### config.mk
export PLATFORM = sky130hd
export DESIGN_NAME = dist_grant_arbiter
export DESIGN_NICKNAME = d
export VERILOG_FILES = /design/src/rtl/dga_pkg.sv /design/src/rtl/dga_rr_pick.sv /design/src/rtl/dga_req_store.sv /design/src/rtl/dga_hazard_track.sv /design/src/rtl/dist_grant_arbiter.sv
export SDC_FILE = /design/constraint.sdc
export NUM_CORES = 1
export LEC_CHECK = 0
export BUFFER_PORTS_ARGS = -buffer_cell sky130_fd_sc_hd__buf_2
export CAP_MARGIN = 15
export CORE_MARGIN = 2
export CORE_UTILIZATION = 40
export DETAILED_ROUTE_END_ITERATION = 8
export PLACE_DENSITY_LB_ADDON = 0.08
export SYNTH_ARGS = -nofsm -noshare
export SYNTH_HDL_FRONTEND = slang
export SYNTH_SLANG_ARGS = --single-unit
### constraint.sdc
create_clock -name clk -period 19.13 [get_ports clk]
set_input_delay 3.826 -clock clk [delete_from_list [all_inputs] [get_ports clk]]
set_output_delay 3.826 -clock clk [all_outputs]
set_load 0.03 [all_outputs]
### src/rtl/dga_pkg.sv
package dga_pkg;
  // width of a broadcast code / priority level
  localparam int LVL_W     = 3;
  // node index field width in the hazard record (up to 8 nodes)
  localparam int NODE_W    = 3;
  // cycles of a short packet; the hazard window is placed for this length
  localparam int SHORT_LEN = 2;

  // record of a short-packet grant, carried through two pipeline stages
  typedef struct packed {
    logic              vld;
    logic [NODE_W-1:0] win;
    logic [LVL_W-1:0]  lvl;
  } hz_stage_t;
endpackage

### src/rtl/dga_rr_pick.sv
// Round-robin first-set search starting at a pointer.
module dga_rr_pick #(
  parameter int N = 8,
  localparam int W = (N > 1) ? $clog2(N) : 1
) (
  input  logic [N-1:0] req,
  input  logic [W-1:0] ptr,
  output logic         found,
  output logic [W-1:0] idx
);
  always_comb begin
    found = 1'b0;
    idx   = '0;
    for (int k = 0; k < N; k++) begin
      if (!found && req[(int'(ptr) + k) % N]) begin
        found = 1'b1;
        idx   = W'((int'(ptr) + k) % N);
      end
    end
  end
endmodule

### src/rtl/dga_req_store.sv
// Per-device, per-level pending counters and the registered broadcast code.
module dga_req_store import dga_pkg::*; #(
  parameter int N_DEV = 8,
  parameter int N_PRI = 6,
  parameter int DEPTH = 6,
  localparam int DEV_W = (N_DEV > 1) ? $clog2(N_DEV) : 1,
  localparam int CNT_W = $clog2(DEPTH + 1)
) (
  input  logic                   clk,
  input  logic                   rst,
  input  logic [N_DEV-1:0]       push,
  input  logic [N_DEV*LVL_W-1:0] push_lvl,
  input  logic                   pop,
  input  logic [DEV_W-1:0]       pop_dev,
  input  logic [LVL_W-1:0]       pop_lvl,
  input  logic                   suppress,
  output logic [N_DEV*N_PRI-1:0] pend,
  output logic [LVL_W-1:0]       code_o
);
  logic [N_PRI-1:0] lvl_any;
  logic [LVL_W-1:0] code_nx;

  for (genvar d = 0; d < N_DEV; d++) begin : g_dev
    for (genvar l = 0; l < N_PRI; l++) begin : g_lvl
      logic [CNT_W-1:0] cnt_q;
      logic             inc, dec;
      assign inc = push[d] && (push_lvl[d*LVL_W +: LVL_W] == LVL_W'(l)) &&
                   (cnt_q < CNT_W'(DEPTH));
      assign dec = pop && (pop_dev == DEV_W'(d)) && (pop_lvl == LVL_W'(l));
      always_ff @(posedge clk) begin
        if (rst) cnt_q <= '0;
        else     cnt_q <= cnt_q + CNT_W'(inc) - CNT_W'(dec);
      end
      assign pend[d*N_PRI + l] = (cnt_q != '0);

      // a count never passes the queue depth
      a_r2_cnt_bound: assert property (@(posedge clk) disable iff (rst)
        cnt_q <= CNT_W'(DEPTH));
    end
  end

  always_comb begin
    for (int l = 0; l < N_PRI; l++) begin
      lvl_any[l] = 1'b0;
      for (int d = 0; d < N_DEV; d++) lvl_any[l] = lvl_any[l] | pend[d*N_PRI + l];
    end
    code_nx = '0;
    for (int l = 0; l < N_PRI; l++)
      if (lvl_any[l]) code_nx = LVL_W'(l + 1);
  end

  always_ff @(posedge clk) begin
    if (rst)           code_o <= '0;
    else if (suppress) code_o <= '0;
    else               code_o <= code_nx;
  end

  // the broadcast code stays within the level range
  a_r2_code_range: assert property (@(posedge clk) disable iff (rst)
    code_o <= LVL_W'(N_PRI));
endmodule

### src/rtl/dga_hazard_track.sv
// Tracks short-packet grants for the masking window and the local busy span.
module dga_hazard_track import dga_pkg::*; #(
  parameter int LONG_LEN = 5,
  localparam int BW = $clog2(LONG_LEN)
) (
  input  logic             clk,
  input  logic             rst,
  input  logic             go,
  input  logic             local_go,
  input  logic [NODE_W-1:0] win,
  input  logic [LVL_W-1:0] lvl,
  input  logic             is_long,
  output hz_stage_t        st2,
  output logic             self_supp,
  output logic             busy_o
);
  hz_stage_t      st1;
  logic [BW-1:0]  bcnt;

  always_ff @(posedge clk) begin
    if (rst) begin
      st1  <= '0;
      st2  <= '0;
      bcnt <= '0;
    end else begin
      st2     <= st1;
      st1.vld <= go && !is_long;
      st1.win <= win;
      st1.lvl <= lvl;
      if (local_go)
        bcnt <= is_long ? BW'(LONG_LEN - 1) : BW'(SHORT_LEN - 1);
      else if (bcnt != '0)
        bcnt <= bcnt - 1'b1;
    end
  end

  assign self_supp = st1.vld && (st1.win == '0);
  assign busy_o    = (bcnt != '0);

  // a masking record always comes from the preceding stage
  a_r9_stage_order: assert property (@(posedge clk) disable iff (rst)
    st1.vld |=> st2.vld);
endmodule

### src/rtl/dist_grant_arbiter.sv
module dist_grant_arbiter import dga_pkg::*; #(
  parameter int             N_ARB       = 8,
  parameter int             N_DEV       = 8,
  parameter int             N_PRI       = 6,
  parameter int             DEPTH       = 6,
  parameter int             LONG_LEN    = 5,
  parameter int             HI_MIN      = 3,
  parameter int             CAP_LVL_MAX = 1,
  parameter logic [N_PRI-1:0] LONG_LEVELS = 6'b001100
) (
  input  logic                         clk,
  input  logic                         rst,
  input  logic                         stop_i,
  input  logic                         busy_i,
  input  logic [N_DEV-1:0]             dev_push_i,
  input  logic [N_DEV*LVL_W-1:0]       dev_lvl_i,
  input  logic [(N_ARB-1)*LVL_W-1:0]   peer_code_i,
  output logic [LVL_W-1:0]             bcast_code_o,
  output logic [N_DEV-1:0]             grant_o,
  output logic                         hi_pri_o,
  output logic                         long_o,
  output logic                         busy_o
);
  localparam int ARB_W = (N_ARB > 1) ? $clog2(N_ARB) : 1;
  localparam int DEV_W = (N_DEV > 1) ? $clog2(N_DEV) : 1;

  logic [N_DEV*N_PRI-1:0] pend;
  hz_stage_t              st2;
  logic                   self_supp;
  logic [LVL_W-1:0]       raw_code [N_ARB];
  logic [LVL_W-1:0]       eff_code [N_ARB];
  logic [LVL_W-1:0]       top_code, lvl_idx;
  logic [N_ARB-1:0]       arb_req;
  logic [N_DEV-1:0]       dev_req;
  logic [ARB_W-1:0]       arb_ptr [N_PRI];
  logic [DEV_W-1:0]       dev_ptr [N_PRI];
  logic [ARB_W-1:0]       arb_win;
  logic [DEV_W-1:0]       dev_win;
  logic                   arb_found, dev_found, go, local_go, is_long;

  // relative numbering, local node is index 0
  for (genvar j = 0; j < N_ARB; j++) begin : g_raw
    if (j == 0) begin : g_self
      assign raw_code[j] = bcast_code_o;
    end else begin : g_peer
      assign raw_code[j] = peer_code_i[(j-1)*LVL_W +: LVL_W];
    end
  end

  // effective codes after range check and hazard masking
  always_comb begin
    for (int j = 0; j < N_ARB; j++) begin
      eff_code[j] = raw_code[j];
      if (raw_code[j] > LVL_W'(N_PRI)) eff_code[j] = '0;
      if (st2.vld && (int'(st2.win) == j)) eff_code[j] = '0;
      if (st2.vld && (st2.lvl <= LVL_W'(CAP_LVL_MAX)) &&
          (raw_code[j] > LVL_W'(HI_MIN)))
        eff_code[j] = '0;
    end
    top_code = '0;
    for (int j = 0; j < N_ARB; j++)
      if (eff_code[j] > top_code) top_code = eff_code[j];
    for (int j = 0; j < N_ARB; j++)
      arb_req[j] = (top_code != '0) && (eff_code[j] == top_code);
    lvl_idx = (top_code == '0) ? '0 : top_code - 1'b1;
    for (int d = 0; d < N_DEV; d++)
      dev_req[d] = pend[d*N_PRI + int'(lvl_idx)];
  end

  dga_rr_pick #(.N(N_ARB)) u_arb_pick (
    .req(arb_req), .ptr(arb_ptr[lvl_idx]), .found(arb_found), .idx(arb_win));

  dga_rr_pick #(.N(N_DEV)) u_dev_pick (
    .req(dev_req), .ptr(dev_ptr[lvl_idx]), .found(dev_found), .idx(dev_win));

  assign is_long  = LONG_LEVELS[lvl_idx];
  assign go       = (top_code != '0) && !stop_i && !busy_i && arb_found &&
                    ((arb_win != '0) || dev_found);
  assign local_go = go && (arb_win == '0);

  dga_req_store #(.N_DEV(N_DEV), .N_PRI(N_PRI), .DEPTH(DEPTH)) u_store (
    .clk(clk), .rst(rst), .push(dev_push_i), .push_lvl(dev_lvl_i),
    .pop(local_go), .pop_dev(dev_win), .pop_lvl(lvl_idx),
    .suppress(self_supp), .pend(pend), .code_o(bcast_code_o));

  dga_hazard_track #(.LONG_LEN(LONG_LEN)) u_hazard (
    .clk(clk), .rst(rst), .go(go), .local_go(local_go),
    .win(NODE_W'(arb_win)), .lvl(lvl_idx), .is_long(is_long),
    .st2(st2), .self_supp(self_supp), .busy_o(busy_o));

  // per-level precedence pointers
  for (genvar l = 0; l < N_PRI; l++) begin : g_ptr
    always_ff @(posedge clk) begin
      if (rst) begin
        arb_ptr[l] <= '0;
        dev_ptr[l] <= '0;
      end else begin
        if (go && (lvl_idx == LVL_W'(l)))
          arb_ptr[l] <= ARB_W'((int'(arb_win) + 1) % N_ARB);
        if (local_go && (lvl_idx == LVL_W'(l)))
          dev_ptr[l] <= DEV_W'((int'(dev_win) + 1) % N_DEV);
      end
    end
  end

  // registered grant outputs
  always_ff @(posedge clk) begin
    if (rst) begin
      grant_o  <= '0;
      hi_pri_o <= 1'b0;
      long_o   <= 1'b0;
    end else begin
      grant_o  <= local_go ? (N_DEV'(1) << dev_win) : '0;
      hi_pri_o <= local_go && (lvl_idx >= LVL_W'(HI_MIN));
      long_o   <= local_go && is_long;
    end
  end

  // at most one device granted
  a_r6_grant_onehot: assert property (@(posedge clk) disable iff (rst)
    $onehot0(grant_o));
  // flags only accompany a grant
  a_r6_flags_with_grant: assert property (@(posedge clk) disable iff (rst)
    (hi_pri_o || long_o) |-> (grant_o != '0));
  // stop blocks the next grant
  a_r7_stop_blocks: assert property (@(posedge clk) disable iff (rst)
    stop_i |=> (grant_o == '0));
  // shared busy blocks the next grant
  a_r8_busy_blocks: assert property (@(posedge clk) disable iff (rst)
    busy_i |=> (grant_o == '0));
  // a long grant raises busy while it is shown
  a_r8_long_busy: assert property (@(posedge clk) disable iff (rst)
    ((grant_o != '0) && long_o) |-> busy_o);
  // after a short local grant the broadcast goes quiet
  a_r9_self_quiet: assert property (@(posedge clk) disable iff (rst)
    ((grant_o != '0) && !long_o) |=> (bcast_code_o == '0));
endmodule

======== After elaboration in Yosys (flattened, before gate mapping) ========
Memories as Yosys holds them, arrays and structs flattened.
Index checks and enable logic that the tools add are counted.
word-level totals
  bits in registers ....................... 174
  bits in writable memories ............... 36
  ROM bits ................................ 8
  output and inout bits ................... 14
  word-level logic and storage cells ...... 927
  memories kept ........................... 3
memory list
  memory           depth  bits a word  rd ports  clocked after memory_dff  write ports  line                      source
  arb_ptr          6      3            1         0                         6            dist_grant_arbiter.sv:35  logic [ARB_W-1:0] arb_ptr [N_PRI];
  dev_ptr          6      3            1         0                         6            dist_grant_arbiter.sv:36  logic [DEV_W-1:0] dev_ptr [N_PRI];
  (no name shown)  8      1            1         0                         0            dist_grant_arbiter.sv:76  assign is_long = LONG_LEVELS[lvl_idx];
cells by class
  $add $sub $neg .......................... 121
  $lt $le $gt $ge ......................... 99
  equal/unequal tests ..................... 67
  shift-type cells ........................ 1
  multiplexer cells ....................... 194
  bitwise operators ....................... 69
  reduce and logical (&&, ||, !) cells .... 313
operators with widths
  kind                                                                             number
  1-bit logical AND                                                                212
  3-bit two-way mux                                                                69
  3-bit nonzero test                                                               51
  3-bit by 1-bit adder with 3-bit output                                           48
  3-bit < comparator, second input constant                                        48
  3-bit by 1-bit subtractor with 3-bit output                                      48
  1-bit two-way mux                                                                101
  3-bit equality test, second input constant                                       26
  4-bit by 5-bit < comparator with 1-bit output, second input constant             14
  3-bit by 2-bit equality test with 1-bit output, second input constant            22
  1-bit OR                                                                         54
  1-bit binary-select mux with 3-bit select                                        17
  3-bit OR reduction                                                               15
  1-bit binary-select mux with 6-bit select                                        7
  3-bit logical NOT                                                                14
  3-bit by 1-bit equality test with 1-bit output, second input constant            11
  3-bit adder, second input constant                                               8
  3-bit equality test                                                              8
  3-bit by 2-bit greater-than comparator with 1-bit output, second input constant  8
  3-bit greater-than comparator, second input constant                             8
  3-bit greater-than comparator                                                    7
  6-bit by 7-bit < comparator with 1-bit output, second input constant             3
  5-bit by 3-bit adder with 6-bit output, first input constant                     3
  1-bit logical NOT                                                                17
  20 further kinds                                                                 45

======== Longest topological paths before layout ========
Gate-level depths: netlist (run 1).
  depth in word-level cells ............... 58
  depth in mapped cells ................... 83
  gate-level depth less buffers ........... 74

======== Hierarchy ========
A second synthesis (run 1) with hierarchy kept.
unflattened totals
  cells, all modules ...................... 1804
  area total of the unflattened synthesis .. 16429.5 um2
modules (own cells, without submodules)
  module              times used  cells an instance  area an instance (um2)  seq. area each (um2)
  dga_req_store       1           925                8805.9                  2942.8
  dist_grant_arbiter  1           588                4893.4                  1281.2
  dga_rr_pick         2           121                1081.0                  0.0
  dga_hazard_track    1           49                 568.0                   340.3

======== Worst setup path after synthesis (run 1) ========
OpenSTA, ideal clock, no wires.
  path kind ............................... input to register
  start ................................... in peer_code_i[2]
  end ..................................... reg u_store.g_dev[0].g_lvl[2].cnt_q[2]
  data arrival time ....................... 19.120 ns
  data required time ...................... 19.002 ns
  slack ................................... -0.117 ns
  stages .................................. 77
  path buffers ............................ 8
  cell sequence ........................... or4bb_1 nand4_1 inv_1 ha_1 nand3b_1 a32oi_1 mux2_2 ha_1 nand3b_1 a32oi_1 nand4_1 o21ai_0 ha_1 nand3_1 a21boi_0 nor2_1 a21oi_1 ha_1 (+41 left out) nand3_2 nor2_1 nor4b_1 o31a_1 buf_2 inv_1 ha_1 a21boi_1 and2_1 buf_6 buf_4 and4_1 ha_1 inv_1 ha_1 fa_1 xor2_1 nor2_1
between the ends
  elaborated cells between the ends (all ways) .. 205
  those cells by class .................... add/sub: 23; order compare: 9; eq/ne: 9; mux: 112; reduce/logical: 50; memory: 2
RTL lines
  item                                             line                      source
  start, declared                                  dist_grant_arbiter.sv:17  input logic [(N_ARB-1)*LVL_W-1:0] peer_code_i,
  3-bit greater-than comparator                    dist_grant_arbiter.sv:54  if (raw_code[j] > LVL_W'(N_PRI)) eff_code[j] = '0;
  3-bit two-way mux                                dist_grant_arbiter.sv:54
  3-bit two-way mux                                dist_grant_arbiter.sv:55  if (st2.vld && (int'(st2.win) == j)) eff_code[j] = '0;
  3-bit two-way mux (*)                            dist_grant_arbiter.sv:56  if (st2.vld && (st2.lvl <= LVL_W'(CAP_LVL_MAX)) &&
  3-bit greater-than comparator                    dist_grant_arbiter.sv:62  if (eff_code[j] > top_code) top_code = eff_code[j];
  3-bit two-way mux                                dist_grant_arbiter.sv:62
  3-bit greater-than comparator                    dist_grant_arbiter.sv:62
  3-bit two-way mux                                dist_grant_arbiter.sv:62
  (+36 left out)                                   -
  3-bit two-way mux (*)                            dga_rr_pick.sv:15         if (!found && req[(int'(ptr) + k) % N]) begin
  via arb_win[0]                                   dist_grant_arbiter.sv:37  logic [ARB_W-1:0] arb_win;
  3-bit nonzero test                               dist_grant_arbiter.sv:78  ((arb_win != '0) || dev_found);
  1-bit logical OR                                 dist_grant_arbiter.sv:78
  1-bit logical AND                                dist_grant_arbiter.sv:77  assign go = (top_code != '0) && !stop_i && !busy_i && arb_found &&
  1-bit logical AND (*)                            dist_grant_arbiter.sv:79  assign local_go = go && (arb_win == '0);
  1-bit logical AND (*) (2 in series)              dga_req_store.sv:29       assign dec = pop && (pop_dev == DEV_W'(d)) && (pop_lvl == LVL_W'(l));
  3-bit by 1-bit subtractor with 3-bit output (*)  dga_req_store.sv:32       else cnt_q <= cnt_q + CNT_W'(inc) - CNT_W'(dec);
  end signal, assigned                             dga_req_store.sv:32
  end, declared                                    dga_req_store.sv:25       logic [CNT_W-1:0] cnt_q;
The timed path passes the listed nets; every way through them passes the cells marked *. The select of a mux whose other input is x is not followed.
A chain may end at the register's enable or synchronous reset.

======== Worst setup path in the final report (run 1) ========
  start ................................... in peer_code_i[2]
  end ..................................... reg u_store.g_dev[0].g_lvl[4].cnt_q[2]
between the ends
  word-level cells in the longest chain between the ends .. 54
  elaborated cells between the ends (all ways) .. 205
  those cells by class .................... add/sub: 23; order compare: 9; eq/ne: 9; mux: 112; reduce/logical: 50; memory: 2
ends and longest elaborated chain
  item                                             line
  3-bit greater-than comparator                    dist_grant_arbiter.sv:54
  3-bit two-way mux                                dist_grant_arbiter.sv:54
  3-bit two-way mux                                dist_grant_arbiter.sv:55
  3-bit two-way mux (*)                            dist_grant_arbiter.sv:56
  3-bit greater-than comparator                    dist_grant_arbiter.sv:62
  3-bit two-way mux                                dist_grant_arbiter.sv:62
  3-bit greater-than comparator                    dist_grant_arbiter.sv:62
  3-bit two-way mux                                dist_grant_arbiter.sv:62
  (+38 left out)                                   -
  1-bit logical AND                                dga_rr_pick.sv:15
  1-bit two-way mux                                dga_rr_pick.sv:15
  1-bit logical OR                                 dist_grant_arbiter.sv:78
  1-bit logical AND                                dist_grant_arbiter.sv:77
  1-bit logical AND                                dist_grant_arbiter.sv:79
  1-bit logical AND                                dga_req_store.sv:29
  1-bit logical AND (*)                            dga_req_store.sv:29
  3-bit by 1-bit subtractor with 3-bit output (*)  dga_req_store.sv:32
  end signal, assigned                             dga_req_store.sv:32
  end, declared                                    dga_req_store.sv:25
Every way passes the cells marked *; elsewhere a longest branch is shown, timed or not. The select of a mux whose other input is x is not followed.

==> impl_metrics.env, run 1 <==
export IMPL_slew_limit_headroom=0.245
export IMPL_critical_path_class="input port to flip-flop"
export IMPL_drv_slew=0
export IMPL_reg2reg_to="u_store.g_dev[0].g_lvl[4].cnt_q[2]$_SDFF_PP0_"
export IMPL_hold_ws_ns=0.446
export IMPL_ys_warn_count=0
export IMPL_area_delta_synth_final_pct=12.5
export IMPL_synth_top_area_cell="dfxtp_1"
export IMPL_avgViaCountPerCell=5.55
export IMPL_tightestPinTransition_ns=1.12
export IMPL_post_dp_cell_area_um2=17600
export IMPL_grt_pass1_vias=14075
export IMPL_track_usage=0.223
export IMPL_antenna_found_initial=1
export IMPL_avgRoutedWirePerCell_um=19.2
export IMPL_synth_avg_cell_area_um2=8.57
export IMPL_maxUsedRoutingLayer="met4"
export IMPL_nNetsFinal=2300
export IMPL_dieArea_um2=43300
export IMPL_drv_cap=0
export IMPL_hold_path_end="u_hazard.st2[2]$_SDFF_PP0_"
export IMPL_slowest_stage="or4_1"
export IMPL_fp_row_count=74
export IMPL_cp_end_kind="flip-flop"
export IMPL_status="finished clean"
export IMPL_syn_area_um2=16600
export IMPL_htree_levels=1
export IMPL_clockBufferDepth=3
export IMPL_cp_start_kind="input port"
export IMPL_ys_async_sr_fraction=0
export IMPL_seq_area_frac_synth=0.272
export IMPL_cp_slowest_stage_delay_ns=0.55
export IMPL_num_fill_cells=4122
export IMPL_clk_pin_slew_ns=0.06
export IMPL_syn_num_nets=2233
export IMPL_numCtsBuffers=26
export IMPL_finalSetupViolations=0
export IMPL_wirelength_um=49100
export IMPL_drc=0
export IMPL_initial_core_util=0.407
export IMPL_wl_met2_um=24300
export IMPL_r2r_start="u_hazard.st2[6]$_SDFF_PP0_"
export IMPL_drtPass1Iterations=6
export IMPL_hold_depth=1
export IMPL_crit_required_ns=19.52
export IMPL_drt_iter0_drc=1012
export IMPL_dp_cells=2508
export IMPL_crit_path_frequent_cell="ha_1"
export IMPL_yosysTopAreaCellShare=0.207
export IMPL_skew_ns=0.0163
export IMPL_vias=14220
export IMPL_ant_nets=0
export IMPL_hold_path_class="flip-flop to flip-flop"
export IMPL_globalplace_congestion=0.970
export IMPL_synth_ff_type="dfxtp_1"
export IMPL_ios=71
export IMPL_design_area_um2=18700
export IMPL_holdCritStartpoint="u_hazard.st1[2]$_SDFF_PP0_"
export IMPL_dp_hpwl_um=37300
export IMPL_grt_max_degree=84
export IMPL_netlist_top_cells_count="inv_1, ha_1, dfxtp_1"
export IMPL_die_h_um=208
export IMPL_critical_path_arrival_ns=18.71
export IMPL_fin_util=0.458
export IMPL_synth_distinct_cells=102
export IMPL_clk_latency_ns=0.54
export IMPL_cts_tree="done"
export IMPL_dr_wl_met3_um=2440
export IMPL_postCtsHoldBufs=0
export IMPL_critPathMaxFanout=14
export IMPL_overflow=0
export IMPL_r2r_slack_ns=3.10
export IMPL_netlist_instances=1941
export IMPL_finalHoldViolCount=0
export IMPL_dieWidth_um=208
export IMPL_clock_fmax_ghz=0.0546
export IMPL_drive_gt1_frac=0.126
export IMPL_port_buffers=70
export IMPL_synth_seq_cells=208
export IMPL_synth_most_common_cell="inv_1"
export IMPL_wl_met1_um=20800
export IMPL_fin_cells=2561
export IMPL_reg2reg_depth=70
export IMPL_core_um2=40900
export IMPL_timing_final_crit_share=0.958
export IMPL_grt_first_pass_wirelength_um=77300
export IMPL_clock_root_buffer="clkbuf_16"
export IMPL_synth_area_leaders="dfxtp_1, ha_1, edfxtp_1"
export IMPL_cts_sinks=208
export IMPL_synth_edff_count=36
export IMPL_min_period_ns=18.32
## how the worst max path moves through the flow
| stage | to | slack [ns] | cells after the start | from |
|---|---|---|---|---|
| 4_1_cts | u_store.g_dev[0].g_lvl[4].cnt_q[2]$_SDFF_PP0_ | 0.32 | 75 | peer_code_i[2] |
| 2_1_floorplan | u_store.g_dev[0].g_lvl[2].cnt_q[2]$_SDFF_PP0_ | 0.005 | 78 | peer_code_i[2] |
| 5_1_grt | u_store.g_dev[1].g_lvl[5].cnt_q[2]$_SDFF_PP0_ | -0.07 | 74 | peer_code_i[2] |
| 3_5_place_dp | u_store.g_dev[0].g_lvl[4].cnt_q[2]$_SDFF_PP0_ | -0.23 | 75 | peer_code_i[2] |
| 6_report | u_store.g_dev[0].g_lvl[4].cnt_q[2]$_SDFF_PP0_ | 0.81 | 71 | peer_code_i[2] |
| 3_3_place_gp | u_store.g_dev[3].g_lvl[0].cnt_q[2]$_SDFF_PP0_ | -0.08 | 70 | peer_code_i[2] |
## critical path, delay by kind of cell
family	cells	cell delay, ns
AO/OA/AOI/OAI	20	3.94
XOR/XNOR	2	0.54
adder cells (fa/ha/maj)	13	3.83
buffers and inverters	14	1.99
multiplexers	2	0.75
AND/OR/NAND/NOR	20	3.83
## sequential cells by signal, indices dropped and copies added, names as in the netlist
register	flops
u_hazard.bcnt	3
u_hazard.st2	6
u_store.code_o	3
long_o	1
arb_ptr	18
hi_pri_o	1
dev_ptr	18
u_hazard.st1	6
u_store.g_dev.g_lvl.cnt_q	144
grant_o	8
## per-layer routing
| metal | vias to the layer above | global-route usage |
|---|---|---|
| li1 | 6967 | - |
| met1 | 6784 | 0.280 |
| met2 | 379 | 0.393 |
| met3 | 90 | 0.0234 |
| met4 | 0 | 0.0839 |
| met5 | - | 0 |
## repair_timing
| item | 4_1_cts | 5_1_grt |
|---|---|---|
| buffers inserted | 0 | 4 |
| setup endpoints to repair | 0 | 199 |
| resized for setup | 0 | 42 |
## kinds of logic (layout without fill, tap and decap cells)
logic type	after synthesis	in the layout	share of synthesized area
xor gates and xnor gates	85	85	0.0447
and+or+nand+nor	781	781	0.249
buffers and inverters	300	387	0.0759
adders and majority gates	235	235	0.198
DFF	208	208	0.272
muxes	51	51	0.0363
other	0	1	0
AOI/OAI and AO/OA	281	281	0.124
## area by class of cell
class / count / area, um^2 / area share
Sequential cell: 208 / 4520 / 0.242
Antenna cell: 1 / 2.50 / 0.000134
Clock buffer: 37 / 742 / 0.0396
Clock inverter: 11 / 115 / 0.00615
Multi-Input combinational cell: 1433 / 11100 / 0.592
Tap cell: 532 / 666 / 0.0355
Timing Repair Buffer: 124 / 778 / 0.0416
Inverter: 215 / 808 / 0.0432
## placed cells by master (no fill, tap or decap), types with 11 or more instances in the layout
| cell type | n |
|---|---|
| nor3_1 | 128 |
| nand2_1 | 133 |
| and3_1 | 20 |
| and2_1 | 11 |
| nor2_1 | 151 |
| buf_4 | 52 |
| clkbuf_16 | 26 |
| dfxtp_1 | 172 |
| buf_2 | 69 |
| a21o_1 | 13 |
| nand3_1 | 52 |
| o21ai_0 | 44 |
| o211ai_1 | 14 |
| a21oi_1 | 52 |
| mux2i_1 | 34 |
| edfxtp_1 | 36 |
| inv_1 | 208 |
| xnor2_1 | 55 |
| xor2_1 | 29 |
| fa_1 | 48 |
| nand3b_1 | 13 |
| nor4_1 | 49 |
| ha_1 | 179 |
| nand2b_1 | 28 |
| and4_1 | 21 |
| nand4_1 | 28 |
| nor2b_1 | 83 |
## metrics by stage
| stage | TNS, ns | setup slack [ns] |
|---|---|---|
| 6_report | 0 | 0.811 |
| 5_1_grt | -0.243 | -0.0657 |
| 4_1_cts | 0 | 0.316 |
| 3_5_place_dp | -10.14 | -0.226 |
| 3_3_place_gp | -0.515 | -0.0836 |
| 2_1_floorplan | 0 | 0.00530 |
Power of run 1 is left out: the tool's default activity adds up to more than one toggle a clock period on the data nets, which glitch-free logic cannot reach.
==> run 2, diff against run 1 <==
--- a/config.mk
+++ b/config.mk
@@ -5,6 +5,7 @@
 export SDC_FILE = /design/constraint.sdc
 export NUM_CORES = 1
 export LEC_CHECK = 0
+export ABC_AREA = 1
 export BUFFER_PORTS_ARGS = -buffer_cell sky130_fd_sc_hd__buf_2
 export CAP_MARGIN = 15
 export CORE_MARGIN = 2
==> run 2 against run 1 <==
Effect of this change: fmax rose by 4.1%; flip-flop and latch count stayed put; highest routed layer unchanged; count of clock-buffer cells in the layout decreased by 9; critical endpoint is now u_store.g_dev[3].g_lvl[4].cnt_q[2]$_SDFF_PP0_; via count fell by 0.83%; register-to-register slack better by 1.1 ns; first-iteration DRC count shrank 26%; hold slack worse by 0.045 ns; wire length decreased by 7.7%; synthesized cell count increased by 14%.
==> impl_metrics.env, run 2 <==
export IMPL_htree_levels=1
export IMPL_synth_area_leaders="dfxtp_1, ha_1, inv_1"
export IMPL_hold_depth=2
export IMPL_drt_iter0_drc=753
export IMPL_die_h_um=204
export IMPL_synth_compound_area_share=0.0259
export IMPL_top_register="u_store.g_dev.g_lvl.cnt_q"
export IMPL_ant_nets=0
export IMPL_critical_path_class="input port to flip-flop"
export IMPL_r2r_slack_ns=4.21
export IMPL_dp_cells=2768
export IMPL_hold_path_end="u_hazard.st2[2]$_SDFF_PP0_"
export IMPL_min_period_ns=17.60
export IMPL_drc=0
export IMPL_timing_final_crit_share=0.920
export IMPL_synth_ff_type="dfxtp_1"
export IMPL_hold_path_class="flip-flop to flip-flop"
export IMPL_slowest_stage="nor2_1"
export IMPL_avgRoutedWirePerCell_um=16.1
export IMPL_ys_warn_count=0
export IMPL_critical_path_arrival_ns=18.02
export IMPL_numCtsBuffers=26
export IMPL_status="finished clean"
export IMPL_synth_fa_ha_area_frac=0.206
export IMPL_synth_seq_cells=208
export IMPL_synthMuxAreaShare=0
export IMPL_synth_top_family_by_area="simple AND/OR/NAND/NOR gates"
export IMPL_wirelength_um=45300
export IMPL_ios=71
export IMPL_holdCritStartpoint="u_hazard.st1[2]$_SDFF_PP0_"
export IMPL_seq_area_frac_synth=0.282
export IMPL_clk_pin_slew_ns=0.06
export IMPL_yosysTopAreaCellShare=0.214
export IMPL_clock_fmax_ghz=0.0568
export IMPL_area_delta_synth_final_pct=10.3
export IMPL_track_usage=0.223
export IMPL_clk_latency_ns=0.56
export IMPL_cp_start_kind="input port"
export IMPL_grt_first_pass_wirelength_um=73300
export IMPL_skew_ns=0.0204
export IMPL_drive_gt1_frac=0.0937
export IMPL_synth_most_common_cell="inv_1"
export IMPL_largest_register_ffs=144
export IMPL_drv_slew=0
export IMPL_netlist_instances=2211
export IMPL_drtPass1Iterations=5
export IMPL_core_um2=39600
export IMPL_drv_cap=0
export IMPL_cp_slowest_stage_delay_ns=0.39
export IMPL_reg2reg_depth=96
export IMPL_fin_cells=2820
export IMPL_initial_core_util=0.405
export IMPL_vias=14102
export IMPL_dp_hpwl_um=35400
export IMPL_crit_required_ns=19.55
export IMPL_syn_num_nets=2503
export IMPL_synth_distinct_cells=54
export IMPL_syn_area_um2=16100
export IMPL_dieWidth_um=204
export IMPL_antenna_found_initial=0
export IMPL_netlist_top_cells_count="inv_1, nand2_1, nor2_1"
export IMPL_cts_tree="done"
export IMPL_avgViaCountPerCell=5.00
export IMPL_clockBufferDepth=3
export IMPL_cts_sinks=208
export IMPL_ys_async_sr_fraction=0
export IMPL_antennaDiodeCount=0
export IMPL_postCtsHoldBufs=0
export IMPL_synth_simple_area_share=0.334
export IMPL_r2r_start="u_hazard.st2[2]$_SDFF_PP0_"
export IMPL_crit_path_frequent_cell="nand2_1"
export IMPL_reg_top3="u_store.g_dev.g_lvl.cnt_q (144), arb_ptr (18), dev_ptr (18)"
export IMPL_slew_limit_headroom=0.434
export IMPL_overflow=0
export IMPL_tightestPinTransition_ns=0.849
export IMPL_dieArea_um2=41800
export IMPL_clock_root_buffer="clkbuf_16"
export IMPL_synth_xor_area_frac=0.0310
export IMPL_globalplace_congestion=0.917
export IMPL_mostFrequentLayoutCells="inv_1, nand2_1, nor2_1, nand3_1, ha_1"
export IMPL_synth_edff_count=36
export IMPL_grt_pass1_vias=13835
export IMPL_mostFrequentLayoutCell="inv_1"
export IMPL_critPathMaxFanout=17
export IMPL_reg2reg_to="u_store.g_dev[3].g_lvl[4].cnt_q[2]$_SDFF_PP0_"
export IMPL_port_buffers=70
export IMPL_grt_max_degree=101
export IMPL_synth_top_area_cell="dfxtp_1"
export IMPL_finalSetupViolations=0
export IMPL_nNetsFinal=2567
export IMPL_synth_avg_cell_area_um2=7.26
export IMPL_finalHoldViolCount=0
export IMPL_cp_end_kind="flip-flop"
export IMPL_fp_row_count=73
run 2: worst max-delay path: cells and delay by family:
kind	cells	cell delay, ns
simple gates	56	6.98
fa+ha+maj	14	3.80
compound gates	9	1.74
buf+inv	16	1.49
xor+xnor	1	0.17
run 2: repair_timing:
action,in CTS,in global routing
buffers inserted,0,4
endpoints found under the setup margin,0,96
resized for setup,0,5
run 2: stage by stage:
step           hold slack (ns)  TNS [ns]  cell area [um^2]  utilization  worst slack (ns)
2_1_floorplan            0.388         0             16100            -              2.86
3_3_place_gp             0.398         0             16900        0.426              1.19
3_5_place_dp             0.396         0             16900        0.426             0.810
4_1_cts                  0.404         0             17700        0.446              1.35
5_1_grt                  0.414  -0.00900             17700        0.447          -0.00678
6_report                 0.401         0             17700        0.447              1.53
run 2: cell families (layout without fill, tap and decap cells):
| family | count (synthesis) | after routing |
|---|---|---|
| buffers and inverters | 499 | 583 |
| AND/OR/NAND/NOR | 1142 | 1142 |
| flip-flops | 208 | 208 |
| XOR/XNOR | 56 | 56 |
| adder cells (fa/ha/maj) | 235 | 235 |
| AO/OA/AOI/OAI | 71 | 71 |
run 2: how the worst max path moves through the flow:
| stage | from | endpoint | slack, ns | depth (start not counted) |
|---|---|---|---|---|
| 2_1_floorplan | peer_code_i[2] | u_store.g_dev[3].g_lvl[0].cnt_q[2]$_SDFF_PP0_ | 2.86 | 102 |
| 3_3_place_gp | peer_code_i[0] | u_store.g_dev[6].g_lvl[4].cnt_q[1]$_SDFF_PP0_ | 1.19 | 90 |
| 3_5_place_dp | peer_code_i[0] | u_store.g_dev[3].g_lvl[4].cnt_q[2]$_SDFF_PP0_ | 0.81 | 96 |
| 4_1_cts | peer_code_i[0] | u_store.g_dev[3].g_lvl[4].cnt_q[2]$_SDFF_PP0_ | 1.35 | 96 |
| 5_1_grt | peer_code_i[2] | u_store.g_dev[3].g_lvl[4].cnt_q[2]$_SDFF_PP0_ | -0.007 | 98 |
| 6_report | peer_code_i[0] | u_store.g_dev[3].g_lvl[4].cnt_q[2]$_SDFF_PP0_ | 1.53 | 96 |
run 2: final cells by class:
class	count	area, um^2
clock buffer	28	658
clock inverter	20	133
fill	4183	21900
inverter	453	1700
multi-input combinational	1504	9590
sequential	208	4520
tap	525	657
timing repair buffer	82	447
run 2: layer usage:
metal	share of wire	routed length, um	up-vias	GRT usage
met5	0	0	-	0
met4	0.032	1460	0	0.0761
met3	0.046	2100	80	0.0279
met2	0.46	21000	287	0.376
met1	0.46	20700	6580	0.293
li1	-	-	7155	-
Power of run 2 is left out for the same reason.
